`src/rtl/fe_pkg.sv`:
```
package fe_pkg;

    typedef enum logic [2:0] {
        ST_IDLE,
        ST_FIRST,
        ST_DOUBLE,
        ST_SHUT,
        ST_HALT
    } fe_state_e;

    localparam int unsigned VEC_W = 8;

    localparam logic [VEC_W-1:0] VEC_GP = VEC_W'(13);
    localparam logic [VEC_W-1:0] VEC_DF = VEC_W'(8);

    localparam logic [1:0] CYC_NONE = 2'b00;
    localparam logic [1:0] CYC_SHUT = 2'b10;

endpackage

```
`src/rtl/fe_ar_cache.sv`:
```
module fe_ar_cache #(
    parameter int unsigned AR_W = 32,
    parameter int unsigned PRES_BIT = 7,
    parameter logic [AR_W-1:0] AR_RESET = AR_W'(32'h82)
) (
    input  logic            clk,
    input  logic            rst_n,
    input  logic            load,
    input  logic [AR_W-1:0] wdata,
    output logic            present
);

    logic [AR_W-1:0] ar_q;
    logic            ar_rest_unused;

    always_ff @(posedge clk or negedge rst_n) begin
        if (!rst_n) begin
            ar_q <= AR_RESET;
        end else if (load) begin
            ar_q <= wdata;
        end
    end

    assign present = ar_q[PRES_BIT];

    generate
        if (PRES_BIT == 0) begin : g_low
            assign ar_rest_unused = ^ar_q[AR_W-1:1];
        end else if (PRES_BIT == AR_W - 1) begin : g_high
            assign ar_rest_unused = ^ar_q[AR_W-2:0];
        end else begin : g_mid
            assign ar_rest_unused = ^{ar_q[AR_W-1:PRES_BIT+1], ar_q[PRES_BIT-1:0]};
        end
    endgenerate

endmodule

```
`src/rtl/fe_seq_fsm.sv`:
```
module fe_seq_fsm
    import fe_pkg::*;
#(
    parameter int unsigned VW = VEC_W
) (
    input  logic          clk,
    input  logic          rst_n,
    input  logic          raise,
    input  logic [VW-1:0] raise_vec,
    input  logic          gp_hit,
    input  logic          done,
    input  logic          fail,
    output fe_state_e     state,
    output logic [VW-1:0] vec_q
);

    fe_state_e     state_n;
    logic [VW-1:0] vec_n;

    always_comb begin
        state_n = state;
        vec_n   = vec_q;
        unique case (state)
            ST_IDLE: begin
                if (gp_hit) begin
                    state_n = ST_FIRST;
                    vec_n   = VW'(VEC_GP);
                end else if (raise) begin
                    state_n = ST_FIRST;
                    vec_n   = raise_vec;
                end
            end
            ST_FIRST: begin
                if (fail) begin
                    state_n = ST_DOUBLE;
                    vec_n   = VW'(VEC_DF);
                end else if (done) begin
                    state_n = ST_IDLE;
                end
            end
            ST_DOUBLE: begin
                if (fail) begin
                    state_n = ST_SHUT;
                end else if (done) begin
                    state_n = ST_IDLE;
                end
            end
            ST_SHUT: begin
                state_n = ST_HALT;
            end
            ST_HALT: begin
                state_n = ST_HALT;
            end
            default: begin
                state_n = ST_HALT;
            end
        endcase
    end

    always_ff @(posedge clk or negedge rst_n) begin
        if (!rst_n) begin
            state <= ST_IDLE;
            vec_q <= '0;
        end else begin
            state <= state_n;
            vec_q <= vec_n;
        end
    end

endmodule

```
`src/rtl/fe_out_map.sv`:
```
module fe_out_map
    import fe_pkg::*;
#(
    parameter int unsigned VW = VEC_W
) (
    input  fe_state_e     state,
    input  logic [VW-1:0] vec_q,
    output logic          deliver_valid,
    output logic [VW-1:0] deliver_vec,
    output logic [1:0]    esc_level,
    output logic          shutdown_req,
    output logic [1:0]    bus_cyc_code,
    output logic          halted
);

    always_comb begin
        deliver_valid = 1'b0;
        deliver_vec   = '0;
        esc_level     = 2'd0;
        shutdown_req  = 1'b0;
        bus_cyc_code  = CYC_NONE;
        halted        = 1'b0;
        unique case (state)
            ST_IDLE: begin
                esc_level = 2'd0;
            end
            ST_FIRST: begin
                deliver_valid = 1'b1;
                deliver_vec   = vec_q;
                esc_level     = 2'd1;
            end
            ST_DOUBLE: begin
                deliver_valid = 1'b1;
                deliver_vec   = vec_q;
                esc_level     = 2'd2;
            end
            ST_SHUT: begin
                esc_level    = 2'd3;
                shutdown_req = 1'b1;
                bus_cyc_code = CYC_SHUT;
            end
            ST_HALT: begin
                esc_level = 2'd3;
                halted    = 1'b1;
            end
            default: begin
                esc_level = 2'd3;
                halted    = 1'b1;
            end
        endcase
    end

endmodule

```
`src/rtl/fault_escalator.sv`:
```
module fault_escalator
    import fe_pkg::*;
#(
    parameter int unsigned VW       = VEC_W,
    parameter int unsigned AR_W     = 32,
    parameter int unsigned PRES_BIT = 7
) (
    input  logic            clk,
    input  logic            rst_n,
    input  logic            fault_raise,
    input  logic [VW-1:0]   fault_vec,
    input  logic            deliver_done,
    input  logic            deliver_fault,
    input  logic            sel_check,
    input  logic            ar_load,
    input  logic [AR_W-1:0] ar_wdata,
    output logic            deliver_valid,
    output logic [VW-1:0]   deliver_vec,
    output logic [1:0]      esc_level,
    output logic            shutdown_req,
    output logic [1:0]      bus_cyc_code,
    output logic            halted
);

    fe_state_e     state;
    logic [VW-1:0] vec_q;
    logic          gdt_present;
    logic          gp_hit;
    logic          fail_any;
    logic          ar_we;

    // Loads are frozen once the sequencer has reached its terminal state.
    assign ar_we = ar_load && (state != ST_SHUT) && (state != ST_HALT);

    fe_ar_cache #(
        .AR_W     (AR_W),
        .PRES_BIT (PRES_BIT),
        .AR_RESET (AR_W'(32'h82))
    ) u_ar (
        .clk     (clk),
        .rst_n   (rst_n),
        .load    (ar_we),
        .wdata   (ar_wdata),
        .present (gdt_present)
    );

    assign gp_hit   = sel_check && !gdt_present;
    assign fail_any = deliver_fault || gp_hit;

    fe_seq_fsm #(.VW(VW)) u_fsm (
        .clk       (clk),
        .rst_n     (rst_n),
        .raise     (fault_raise),
        .raise_vec (fault_vec),
        .gp_hit    (gp_hit),
        .done      (deliver_done),
        .fail      (fail_any),
        .state     (state),
        .vec_q     (vec_q)
    );

    fe_out_map #(.VW(VW)) u_out (
        .state         (state),
        .vec_q         (vec_q),
        .deliver_valid (deliver_valid),
        .deliver_vec   (deliver_vec),
        .esc_level     (esc_level),
        .shutdown_req  (shutdown_req),
        .bus_cyc_code  (bus_cyc_code),
        .halted        (halted)
    );

endmodule

```
`config.mk`:
```
export PLATFORM = sky130hd
export DESIGN_NAME = fault_escalator
export DESIGN_NICKNAME = d
export VERILOG_FILES = /design/src/rtl/fe_pkg.sv /design/src/rtl/fe_ar_cache.sv /design/src/rtl/fe_seq_fsm.sv /design/src/rtl/fe_out_map.sv /design/src/rtl/fault_escalator.sv
export SDC_FILE = /design/constraint.sdc
export NUM_CORES = 1
export LEC_CHECK = 0
export BUFFER_PORTS_ARGS = -buffer_cell sky130_fd_sc_hd__clkbuf_2
export CORE_MARGIN = 2
export CORE_UTILIZATION = 30
export DETAILED_ROUTE_END_ITERATION = 12
export PLACE_DENSITY = 0.66
export SLEW_MARGIN = 20
export SYNTH_ARGS = -nofsm -noshare
export SYNTH_HDL_FRONTEND = slang
export SYNTH_HIERARCHICAL = 1
export SYNTH_SLANG_ARGS = --single-unit
```
`constraint.sdc`:
```
create_clock -name clk -period 2.2 [get_ports clk]
set_input_delay 0.44 -clock clk [delete_from_list [all_inputs] [get_ports clk]]
set_output_delay 0.44 -clock clk [all_outputs]
set_load 0.05 [all_outputs]
```
# Yosys cells after proc, flatten, opt, wreduce, memory -nomap -nowiden

Index checks and enable logic that the tools add are counted.

Muxes and demuxes: 16
Eq/ne operators: 7
Reduce and logical (&&, ||, !) cells: 10

Operators by type and width:

| kind               | number |
|---|---|
| $mux 8             | 4 |
| $pmux 8 s2         | 1 |
| $mux 3             | 5 |
| $pmux 3 s3         | 1 |
| $eq 3x2->1 const B | 2 |
| $ne 3x3->1 const B | 2 |
| $pmux 2 s3         | 1 |
| $reduce_or 4->1    | 1 |
| $eq 3x1->1 const B | 1 |
| $logic_and 1x1->1  | 3 |
| $logic_not 3->1    | 1 |
| $mux 1             | 3 |
| $ne 3x2->1 const B | 1 |
| $reduce_and 3->1   | 1 |
| $mux 2             | 1 |
| $ne 2x2->1 const B | 1 |
| $reduce_bool 2->1  | 1 |
| $reduce_or 2->1    | 1 |
| $logic_not 1->1    | 1 |
| $logic_or 1x1->1   | 1 |

Register bits: 19
Output and inout port bits: 15
Input port bits: 47
Logic and storage cells: 36

# Logic depth before layout (Yosys ltp)

Gate-level depths: netlist of the first run.

Word-level depth: 5
Gate-level depth with buffers: 5
Depth with buffers taken out: 5

# Cells and area by module

Netlist of the first run, hierarchy kept.

By module, submodules not included:

| module          | sequential area each (um^2) | area each (um^2) | instances | cells each |
|---|---|---|---|---|
| fe_seq_fsm      | 275.3                       | 559.3            | 1         | 47 |
| fe_out_map      | 0.0                         | 126.4            | 1         | 19 |
| fe_ar_cache     | 26.3                        | 41.3             | 1         | 2 |
| fault_escalator | 0.0                         | 33.8             | 1         | 5 |

# Worst setup path before layout of the first run

OpenSTA, ideal clock, no wires.

Kind: reg-to-output
From: reg u_fsm.state[2]
To: out deliver_vec[0]
Slack: -0.121 ns
Path buffers: 1
Required time: 1.760 ns
Data arrival time: 1.881 ns
Stages on the path, launching flop included: 3
Cells stage by stage: dfrtp_1 > clkbuf_1 > nor3b_1

Word-level cells in the longest chain between the ends: 3
Elaborated cells between the ends (all ways): 4
Classes of those cells: eq/ne: 2; mux: 1; reduce/logical: 1

Ends and longest elaborated chain:

| element                                         | line                  | text |
|---|---|---|
| start: declaration                              | fe_seq_fsm.sv:13      | `output fe_state_e state,` |
| start signal: assignment                        | fe_seq_fsm.sv:65      | `state <= state_n;` |
| $eq 3x1->1 / $eq 3x2->1 (equally long branches) | fe_out_map.sv:23      | `unique case (state)` |
| $reduce_or 2->1 (no line) (*)                   | n/a                   |  |
| $mux 8 (*)                                      | fe_out_map.sv:23      |  |
| end: declaration                                | fault_escalator.sv:18 | `output logic [VW-1:0] deliver_vec,` |

Every way passes the cells marked *; elsewhere a longest branch is shown, timed or not.

# Final worst setup path of the first run

From: reg u_fsm.state[0]
To: out deliver_vec[3]

Same word-level chain as after synthesis.

==> results of run 1 <==
-- metal layers --
layer	track usage	wire length, um	part of all wire
met2	0.1928	789	0.50
met3	0.03279	135	0.085
met4	0.06667	11	0.0069
met5	0	0	0
met1	0.1126	653	0.41
-- kinds of logic (layout without fill, tap and decap cells) --
group,after synthesis,after routing
XOR/XNOR,1,1
flip-flops,12,12
AND/OR/NAND/NOR,35,35
multiplexers,9,9
other,1,1
buffers and inverters,9,39
AO/OA/AOI/OAI,6,6
-- state kept, by name (all words and copies together) (netlist names) --
| register | cells |
|---|---|
| u_fsm/state | 3 |
| u_fsm/vec_q | 8 |
| u_ar/ar_q | 1 |
-- what timing repair did --
action	4_1_cts	5_1_grt
endpoints found under the setup margin	5	0
gates resized for setup	1	0
hold buffers	0	0
endpoints found under the hold margin	0	0
-- worst reg2reg max path: stages (launching register included) --
cell	delay, ns
dfstp_2	0.37
nor2b_1	0.23
or2_1	0.21
inv_1	0.09
a2111oi_4	0.33
buf_4	0.22
mux2_2	0.35
-- stage by stage --
step	power, uW	area [um2]
global route	1520	965.9
detailed placement	1269	928.4
floorplan	1088	760.7
global placement	1247	928.4
finish	1430	965.9
CTS	1448	965.9
-- layout by cell type (no fill, tap or decap), types with 2 or more instances in the layout --
cell type,netlist,routed
mux2_2,8,8
a31oi_1,2,2
nor3b_1,14,14
clkbuf_2,0,29
clkbuf_4,0,3
or2_2,2,2
dfrtp_1,11,10
nor2_1,8,8
nand2b_1,2,2
inv_1,2,2
nand2_1,2,2
buf_4,3,4
-- worst paths after layout --
check                           depth (start not counted)              to            from
worst max register to register                          6  u_fsm/vec_q[7]    u_ar/ar_q[7]
min in group clk                                        2    u_ar/ar_q[7]     ar_wdata[7]
worst min register to register                          1  u_fsm/vec_q[2]  u_fsm/vec_q[2]
max in group asynchronous                               1    u_ar/ar_q[7]           rst_n
worst min-delay path                                    1  u_fsm/state[0]           rst_n
worst max-delay path                                    3  deliver_vec[3]  u_fsm/state[0]
-- final cells by class --
cell class | instances | area [um2]
well taps | 30 | 37.54
repair buffers | 33 | 175.2
multi-input cells | 52 | 406.6
clock buffers | 4 | 36.28
fillers | 253 | 1466
flip-flops and latches | 12 | 302.8
inverters | 2 | 7.507
-- where the power goes --
group          switching (uW)  total [uW]  leakage, uW  internal (uW)
Combinational             495         823     0.000281            328
Clock                    73.8         174    0.0000210            100
Sequential                103         432     0.000144            330
Total                     672        1430     0.000446            758
==> impl_metrics.py, run 1 <==
metrics = {
    "timing": {
        "fin_crit_ns": 2.044,
        "clock_skew_ns": 0.005734,
        "setup_violations": 0,
        "fmax_mhz": 489.3,
        "tightest_slew_ns": 0.6936,
        "post-route-period-util": 0.9291,
        "slew-limit-headroom": 0.5366,
        "finalHoldViolCount": 0,
        "slew_violations": 0,
        "timing.setup.tns_ns": 0,
        "worst_slack_ns": 0.1561,
        "holdWs_ns": 0.04239,
        "rsz0062_at_grt": "no",
    },
    "clock_tree": {
        "cts-root-buf": "clkbuf_4",
        "cts.sink_count": 12,
        "cts_setup_buffers": 0,
        "cts_buffers": 3,
        "cts_tree": "built",
        "path_clk_slew_ns": 0.08,
        "cts.path.max_buffers": 2,
        "clock_latency_ns": 0.27,
        "h-tree-depth": 1,
    },
    "detailed_routing": {
        "drt_first_pass_iters": 4,
        "drt_iter0_drc": 3,
        "vias": 628,
        "antenna_left": 0,
        "vias_per_cell": 4.722,
        "finalWirelength_um": 1591,
        "wire_per_inst_um": 11.96,
        "drc": 0,
    },
    "critical_path": {
        "required_ns": 1.76,
        "cp_max_fo": 14,
        "start_kind": "register",
        "crit_buf_inv": 1,
        "arrival_ns": 1.60,
        "r2r_setup_slack_ns": 0.29,
        "crit_chain": "xnor2_2 > nor3b_1 > clkbuf_2",
        "crit_path_end_kind": "output port",
        "crit_path_top_delay_cell": "dfrtp_2",
        "critPathTopFamily": "flip-flops",
        "max_stage_delay_ns": 0.52,
        "critical_path_class": "register to output port",
    },
    "global_routing": {
        "antenna_found_initial": 0,
        "grt_first_pass_wirelength_um": 2290,
        "grt_max_degree": 15,
        "grt_pass1_vias": 550,
        "grt_usage": 0.1093,
        "grt_overflow": 0,
    },
    "die": {
        "die_y_um": 54.36,
        "initial_core_util": 0.3128,
        "core_area_um2": 2432,
        "die_w_um": 54.36,
        "std_cell_rows": 18,
        "dieArea_um2": 2954,
        "io_pins": 62,
    },
    "placed_design": {
        "dp_hpwl_um": 1223,
        "routabilityCongestion": 0.7286,
        "place_inst": 129,
        "port_buffers": 29,
        "place_ws_ns": 0.1259,
    },
    "cells_and_area": {
        "drive_above_1_share": 0.5146,
        "diodes": 0,
        "fin_util": 0.3971,
        "area_growth_pct": 26.97,
        "layout.nets": 151,
        "stdcell_count": 133,
    },
    "synthesis": {
        "netlist.top_cell.by_area": "dfrtp_1",
        "synth_fa_ha_area_frac": 0,
        "synth_cell_type_count": 27,
        "synth_area_leaders": "dfrtp_1 (36%), nor3b_1 (14%), mux2_2 (12%)",
        "yosys.area_share.simple": 0.2862,
        "yosys_register_bits": 12,
        "synth.top_cell.area_share": 0.3618,
        "synthFlopType": "dfrtp_1",
        "synth_edf_count": 0,
        "synth_top_family_by_area": "simple AND/OR/NAND/NOR gates",
        "ys_warn_count": 6,
        "synth_xor_area_frac": 0.02138,
        "synthArstFlopShare": 1.000,
        "synth.top_cells.by_count": "nor3b_1 (14), dfrtp_1 (11), mux2_2 (8), nor2_1 (8)",
        "syn-num-nets": 120,
        "ys_seq_area_frac": 0.3964,
        "synth_area_um2": 760.7,
        "muxShareOfSynthArea": 0.1382,
        "syn_inst": 73,
        "synth_compound_area_frac": 0.08388,
        "yosysMostFrequentCell": "nor3b_1",
        "avgSynthCellArea_um2": 10.42,
    },
    "power": {
        "peakVddDrop_v": 0.0007179,
        "leakagePower_uw": 0.0004455,
        "power_density_nw_per_um2": 1481,
    },
    "run": {
        "drv_cap": 0,
    },
    "min_path": {
        "hp-class": "input port to asynchronous set/reset pin",
    },
    "status": {
        "status": "complete, no violations",
    },
}
(Power assumes the default switching activity.)
==> run 2, diff against run 1 <==
- CORE_UTILIZATION: 30 -> 38
- PLACE_DENSITY: 0.66 -> 0.83
- clock period: 2.2 -> 2.25 ns (I/O delays scaled with it)
==> run 2 against run 1 <==
Critical path depth is the same. Worst hold slack improved by 0.0060 ns. Combinational power down 9.2%. Via count is 0.48% higher. Wire length shrank 3.9%. Largest cell class unchanged. Sequential share of layout area is 0.71 points higher. Largest power group unchanged.
==> impl_metrics.py, run 2 (synthesis results as in run 1) <==
metrics = {
    "clock_tree": {
        "cts_buffers": 3,
        "clock_latency_ns": 0.27,
        "path_clk_slew_ns": 0.07,
        "cts_setup_buffers": 0,
        "cts.path.max_buffers": 2,
        "cts.sink_count": 12,
        "cts-root-buf": "clkbuf_4",
        "hold_buffers": 0,
        "cts_tree": "built",
        "h-tree-depth": 1,
    },
    "global_routing": {
        "grt_overflow": 0,
        "grt_max_degree": 21,
        "grt_first_pass_wirelength_um": 2718,
        "antenna_found_initial": 0,
        "grt_pass1_vias": 621,
        "grt_usage": 0.1492,
    },
    "die": {
        "core_area_um2": 1922,
        "die_w_um": 48.74,
        "initial_core_util": 0.3958,
        "io_pins": 62,
        "std_cell_rows": 16,
        "dieArea_um2": 2376,
        "die_y_um": 48.74,
    },
    "cells_and_area": {
        "diodes": 0,
        "drive_above_1_share": 0.5149,
        "area_growth_pct": 24.67,
        "layout.nets": 149,
        "reg_top3": "u_fsm/vec_q (8), u_fsm/state (3), u_ar/ar_q (1)",
        "final_cell_mix": "clkbuf_2 (29), nor3b_1 (14), dfrtp_1 (9)",
        "final_common_cell": "clkbuf_2",
        "largest_reg_flops": 8,
        "regMostFlops": "u_fsm/vec_q",
    },
    "power": {
        "clkPwrFrac": 0.123,
        "seqPwrFrac": 0.333,
        "power_switching_uw": 648.6,
        "power_density_nw_per_um2": 1448,
        "power_frac_comb": 0.544,
        "swShare": 0.4724,
        "p_int_uw": 724.3,
        "leakagePower_uw": 0.0004339,
        "peakVddDrop_v": 0.0006664,
    },
    "detailed_routing": {
        "vias": 631,
        "drt_first_pass_iters": 4,
        "vias_per_cell": 4.930,
        "drt_iter0_drc": 14,
        "drc": 0,
        "wire_per_inst_um": 11.95,
        "antenna_left": 0,
        "finalWirelength_um": 1529,
    },
    "critical_path": {
        "required_ns": 1.80,
        "arrival_ns": 1.66,
        "crit_path_end_kind": "output port",
        "start_kind": "register",
        "critical_path_class": "register to output port",
        "cp_max_fo": 14,
    },
    "timing": {
        "fin_crit_ns": 2.114,
        "finalHoldViolCount": 0,
        "post-route-period-util": 0.9396,
        "setup_violations": 0,
        "slew-limit-headroom": 0.5275,
        "holdWs_ns": 0.04837,
        "fmax_mhz": 473.0,
        "worst_slack_ns": 0.1359,
        "rsz0062_at_grt": "no",
        "tightest_slew_ns": 0.7071,
        "clock_skew_ns": 0.0006412,
        "slew_violations": 0,
    },
    "min_path": {
        "hp-class": "input port to asynchronous set/reset pin",
    },
    "status": {
        "status": "complete, no violations",
    },
    "placed_design": {
        "routabilityCongestion": 0.7101,
        "place_ws_ns": 0.2812,
        "port_buffers": 29,
        "dp_hpwl_um": 1115,
    },
    "run": {
        "drv_cap": 0,
    },
}
## run 2: final timing paths
check / slack (ns) / start / cells after the start / to
max: 0.14 / u_fsm/state[0] / 3 / deliver_vec[6]
min: 0.05 / rst_n / 1 / u_fsm/state[0]
max reg2reg: 0.43 / u_fsm/state[2] / 3 / u_fsm/vec_q[7]
min reg2reg: 0.50 / u_fsm/vec_q[6] / 1 / u_fsm/vec_q[6]
max in group asynchronous: 1.92 / rst_n / 1 / u_ar/ar_q[7]
min in group clk: 0.42 / ar_wdata[7] / 2 / u_ar/ar_q[7]
## run 2: what timing repair did
item | 4_1_cts | 5_1_grt
pin swaps | 0 | 0
setup endpoints to repair | 1 | 7
endpoints found under the hold margin | 0 | 0
gates resized for setup | 1 | 1
## run 2: power groups by stage
stage          combinational, uW  clock [uW]  sequential (uW)
2_1_floorplan                675           0              388
3_3_place_gp                 736           0              451
3_5_place_dp                 750           0              458
4_1_cts                      752         178              456
5_1_grt                      805         183              481
6_report                     747         168              458
## run 2: per-stage QoR
step	util	cell area [um2]	total power, uW	std cells	TNS (ns)
final	0.4935	948.4	1373	128	0
after global routing	0.4935	948.4	1469	128	0
after CTS	0.4928	947.2	1386	128	0
after detailed placement	0.4733	909.6	1208	124	0
after global placement	0.4733	909.6	1187	124	0
after floorplan	-	760.7	1063	73	-0.6513
## run 2: worst max-delay path: stages, from the launching register on
cell	delay [ns]
dfrtp_2	0.52
xnor2_2	0.27
nor3b_1	0.28
clkbuf_2	0.32
## run 2: cell type report
type | count | area, um2
fillers | 184 | 973.4
repair buffers | 31 | 160.2
flip-flops and latches | 12 | 304.0
multi-input cells | 52 | 406.6
clock buffers | 4 | 36.28
well taps | 27 | 33.78
inverters | 2 | 7.507
## run 2: layer usage
layer | global-route usage | up-vias | part of all wire
li1 | - | 304 | -
met1 | 0.1854 | 303 | 0.45
met2 | 0.2420 | 20 | 0.49
met3 | 0.01852 | 4 | 0.034
met4 | 0.1000 | 0 | 0.026
met5 | 0 | - | 0
==> run 3, diff against run 2 <==
- BUFFER_PORTS_ARGS: -buffer_cell sky130_fd_sc_hd__clkbuf_2 -> unset
- CORE_UTILIZATION: 38 -> 45
- DONT_BUFFER_PORTS: unset -> 1
- PLACE_DENSITY: 0.83 -> 0.64
==> run 3 against run 2 <==
Fmax grew 6.5%. Setup slack better by 0.13 ns. Clock skew up 0.0036 ns. Utilization is 13 points higher. Combinational power is 21% higher. Register-to-register slack worse by 0.02 ns. Sequential cell count unchanged. Count of clock-buffer cells in the layout is the same. Global-route usage grew 4.9 points. Critical path type unchanged. Largest cell class unchanged. Final cell count shrank 18%. Largest power group unchanged.
==> impl_metrics.py, run 3 (synthesis results as in run 1) <==
metrics = {
    "status": {
        "status": "complete, no violations",
    },
    "cells_and_area": {
        "final_common_cell": "buf_4",
        "multi_input_area_um2": 449.2,
        "regMostFlops": "u_fsm/vec_q",
        "seq_area_um2": 301.5,
        "n_fill_cell": 140,
        "reg_top3": "u_fsm/vec_q (8), u_fsm/state (3), u_ar/ar_q (1)",
        "layout.nets": 137,
        "final_cell_mix": "buf_4 (18), dfrtp_1 (11), mux2_2 (8), nor3b_2 (8), nor2_1 (7)",
        "diodes": 0,
        "drive_above_1_share": 0.5169,
        "area_growth_pct": 26.15,
        "stdcell_count": 105,
        "largest_reg_flops": 8,
        "post-route-cell-area_um2": 959.7,
    },
    "critical_path": {
        "arrival_ns": 1.53,
        "crit_path_end_kind": "output port",
        "critical_path_class": "register to output port",
        "required_ns": 1.80,
        "cp_max_fo": 6,
        "reg2reg_depth": 6,
        "start_kind": "register",
    },
    "detailed_routing": {
        "drt_iter0_drc": 2,
        "drt_first_pass_iters": 4,
        "antenna_left": 0,
        "vias": 596,
        "finalWirelength_um": 1574,
        "vias_per_cell": 5.676,
        "wire_per_inst_um": 14.99,
        "drc": 0,
    },
    "timing": {
        "timing.setup.tns_ns": 0,
        "clock_skew_ns": 0.004246,
        "holdWs_ns": 0.3178,
        "slew_violations": 0,
        "setup_violations": 0,
        "fmax_mhz": 503.8,
        "post-route-period-util": 0.8821,
        "rsz0062_at_grt": "no",
        "worst_slack_ns": 0.2652,
        "tightest_slew_ns": 0.5361,
        "fin_crit_ns": 1.985,
        "slew-limit-headroom": 0.6414,
        "finalHoldViolCount": 0,
    },
    "placed_design": {
        "place_inst": 100,
        "postPlaceCellArea_um2": 913.4,
        "place_ws_ns": 0.3433,
        "routabilityCongestion": 0.7007,
        "dp_hpwl_um": 1181,
        "port_buffers": 0,
    },
    "die": {
        "io_pins": 62,
        "std_cell_rows": 14,
        "die_y_um": 45.12,
        "core_area_um2": 1541,
        "die_w_um": 45.12,
        "dieArea_um2": 2035,
        "initial_core_util": 0.4935,
    },
    "clock_tree": {
        "cts_buffers": 3,
        "clock_latency_ns": 0.28,
        "cts.sink_count": 12,
        "h-tree-depth": 1,
        "cts_resized": 0,
        "path_clk_slew_ns": 0.08,
        "cts.path.max_buffers": 2,
        "cts-root-buf": "clkbuf_4",
        "cts_tree": "built",
    },
    "run": {
        "drv_cap": 0,
    },
    "global_routing": {
        "grt_usage": 0.1980,
        "grt_max_degree": 13,
        "grt_overflow": 0,
        "grt_pass1_vias": 625,
        "grt_first_pass_wirelength_um": 2829,
        "antenna_found_initial": 0,
    },
    "power": {
        "peakVddDrop_v": 0.0008866,
        "power_density_nw_per_um2": 1543,
        "leakagePower_uw": 0.0004092,
    },
    "min_path": {
        "hp-class": "input port to register",
        "min_path_cells": 1,
    },
}
==> run 3: cell types whose count changed in the layout (fill, tap and decap cells not counted), moves of 2 or more <==
cell,before,now
clkbuf_2,29,0
dfrtp_1,9,11
buf_4,2,18
nor3b_2,0,8
nor3b_1,14,6
dfrtp_2,2,0
==> run 3: metal layers <==
layer / wire [um] / global-route usage / part of all wire / vias up
li1: - / - / - / 284
met1: 693 / 0.2558 / 0.44 / 290
met2: 747 / 0.3029 / 0.47 / 18
met3: 103 / 0.04400 / 0.065 / 4
met4: 29 / 0.1176 / 0.018 / 0
met5: 0 / 0 / 0 / -
==> run 3: what timing repair did <==
action                                  CTS  global route
setup buffers                             0             0
endpoints found under the hold margin    12             0
endpoints found under the setup margin    0             0
hold buffers                              1             0
==> run 3: cell type report <==
class,instances,area share
well taps,16,0.02086
clock buffers,4,0.03781
inverters,2,0.007823
flip-flops and latches,12,0.3142
multi-input cells,52,0.4681
repair buffers,19,0.1512
==> run 3: report_power, final <==
part / internal [uW] / switching, uW / total, uW
combinational: 372 / 533 / 905
sequential: 321 / 81.0 / 402
clock: 98.5 / 74.9 / 173
==> run 3: final timing paths <==
kind	endpoint	slack (ns)	start
worst max-delay path	deliver_vec[3]	0.27	u_fsm/state[0]
worst min-delay path	u_ar/ar_q[7]	0.32	ar_wdata[7]
worst max register to register	u_fsm/vec_q[6]	0.41	u_ar/ar_q[7]
worst min register to register	u_fsm/vec_q[3]	0.50	u_fsm/vec_q[3]
max in group asynchronous	u_ar/ar_q[7]	1.30	rst_n
min in group asynchronous	u_fsm/vec_q[2]	0.58	rst_n
==> run 3: worst max-delay path: stages, from the launching register on <==
cell	delay, ns
dfrtp_1	0.46
xnor2_2	0.32
buf_4	0.23
nor3b_2	0.06
buf_4	0.19
==> run 3: stage by stage <==
stage	total power, uW	util
4_1_cts	1495	0.6226
5_1_grt	1575	0.6226
6_report	1480	0.6226
3_3_place_gp	1292	0.5925
3_5_place_dp	1315	0.5925
2_1_floorplan	1063	-
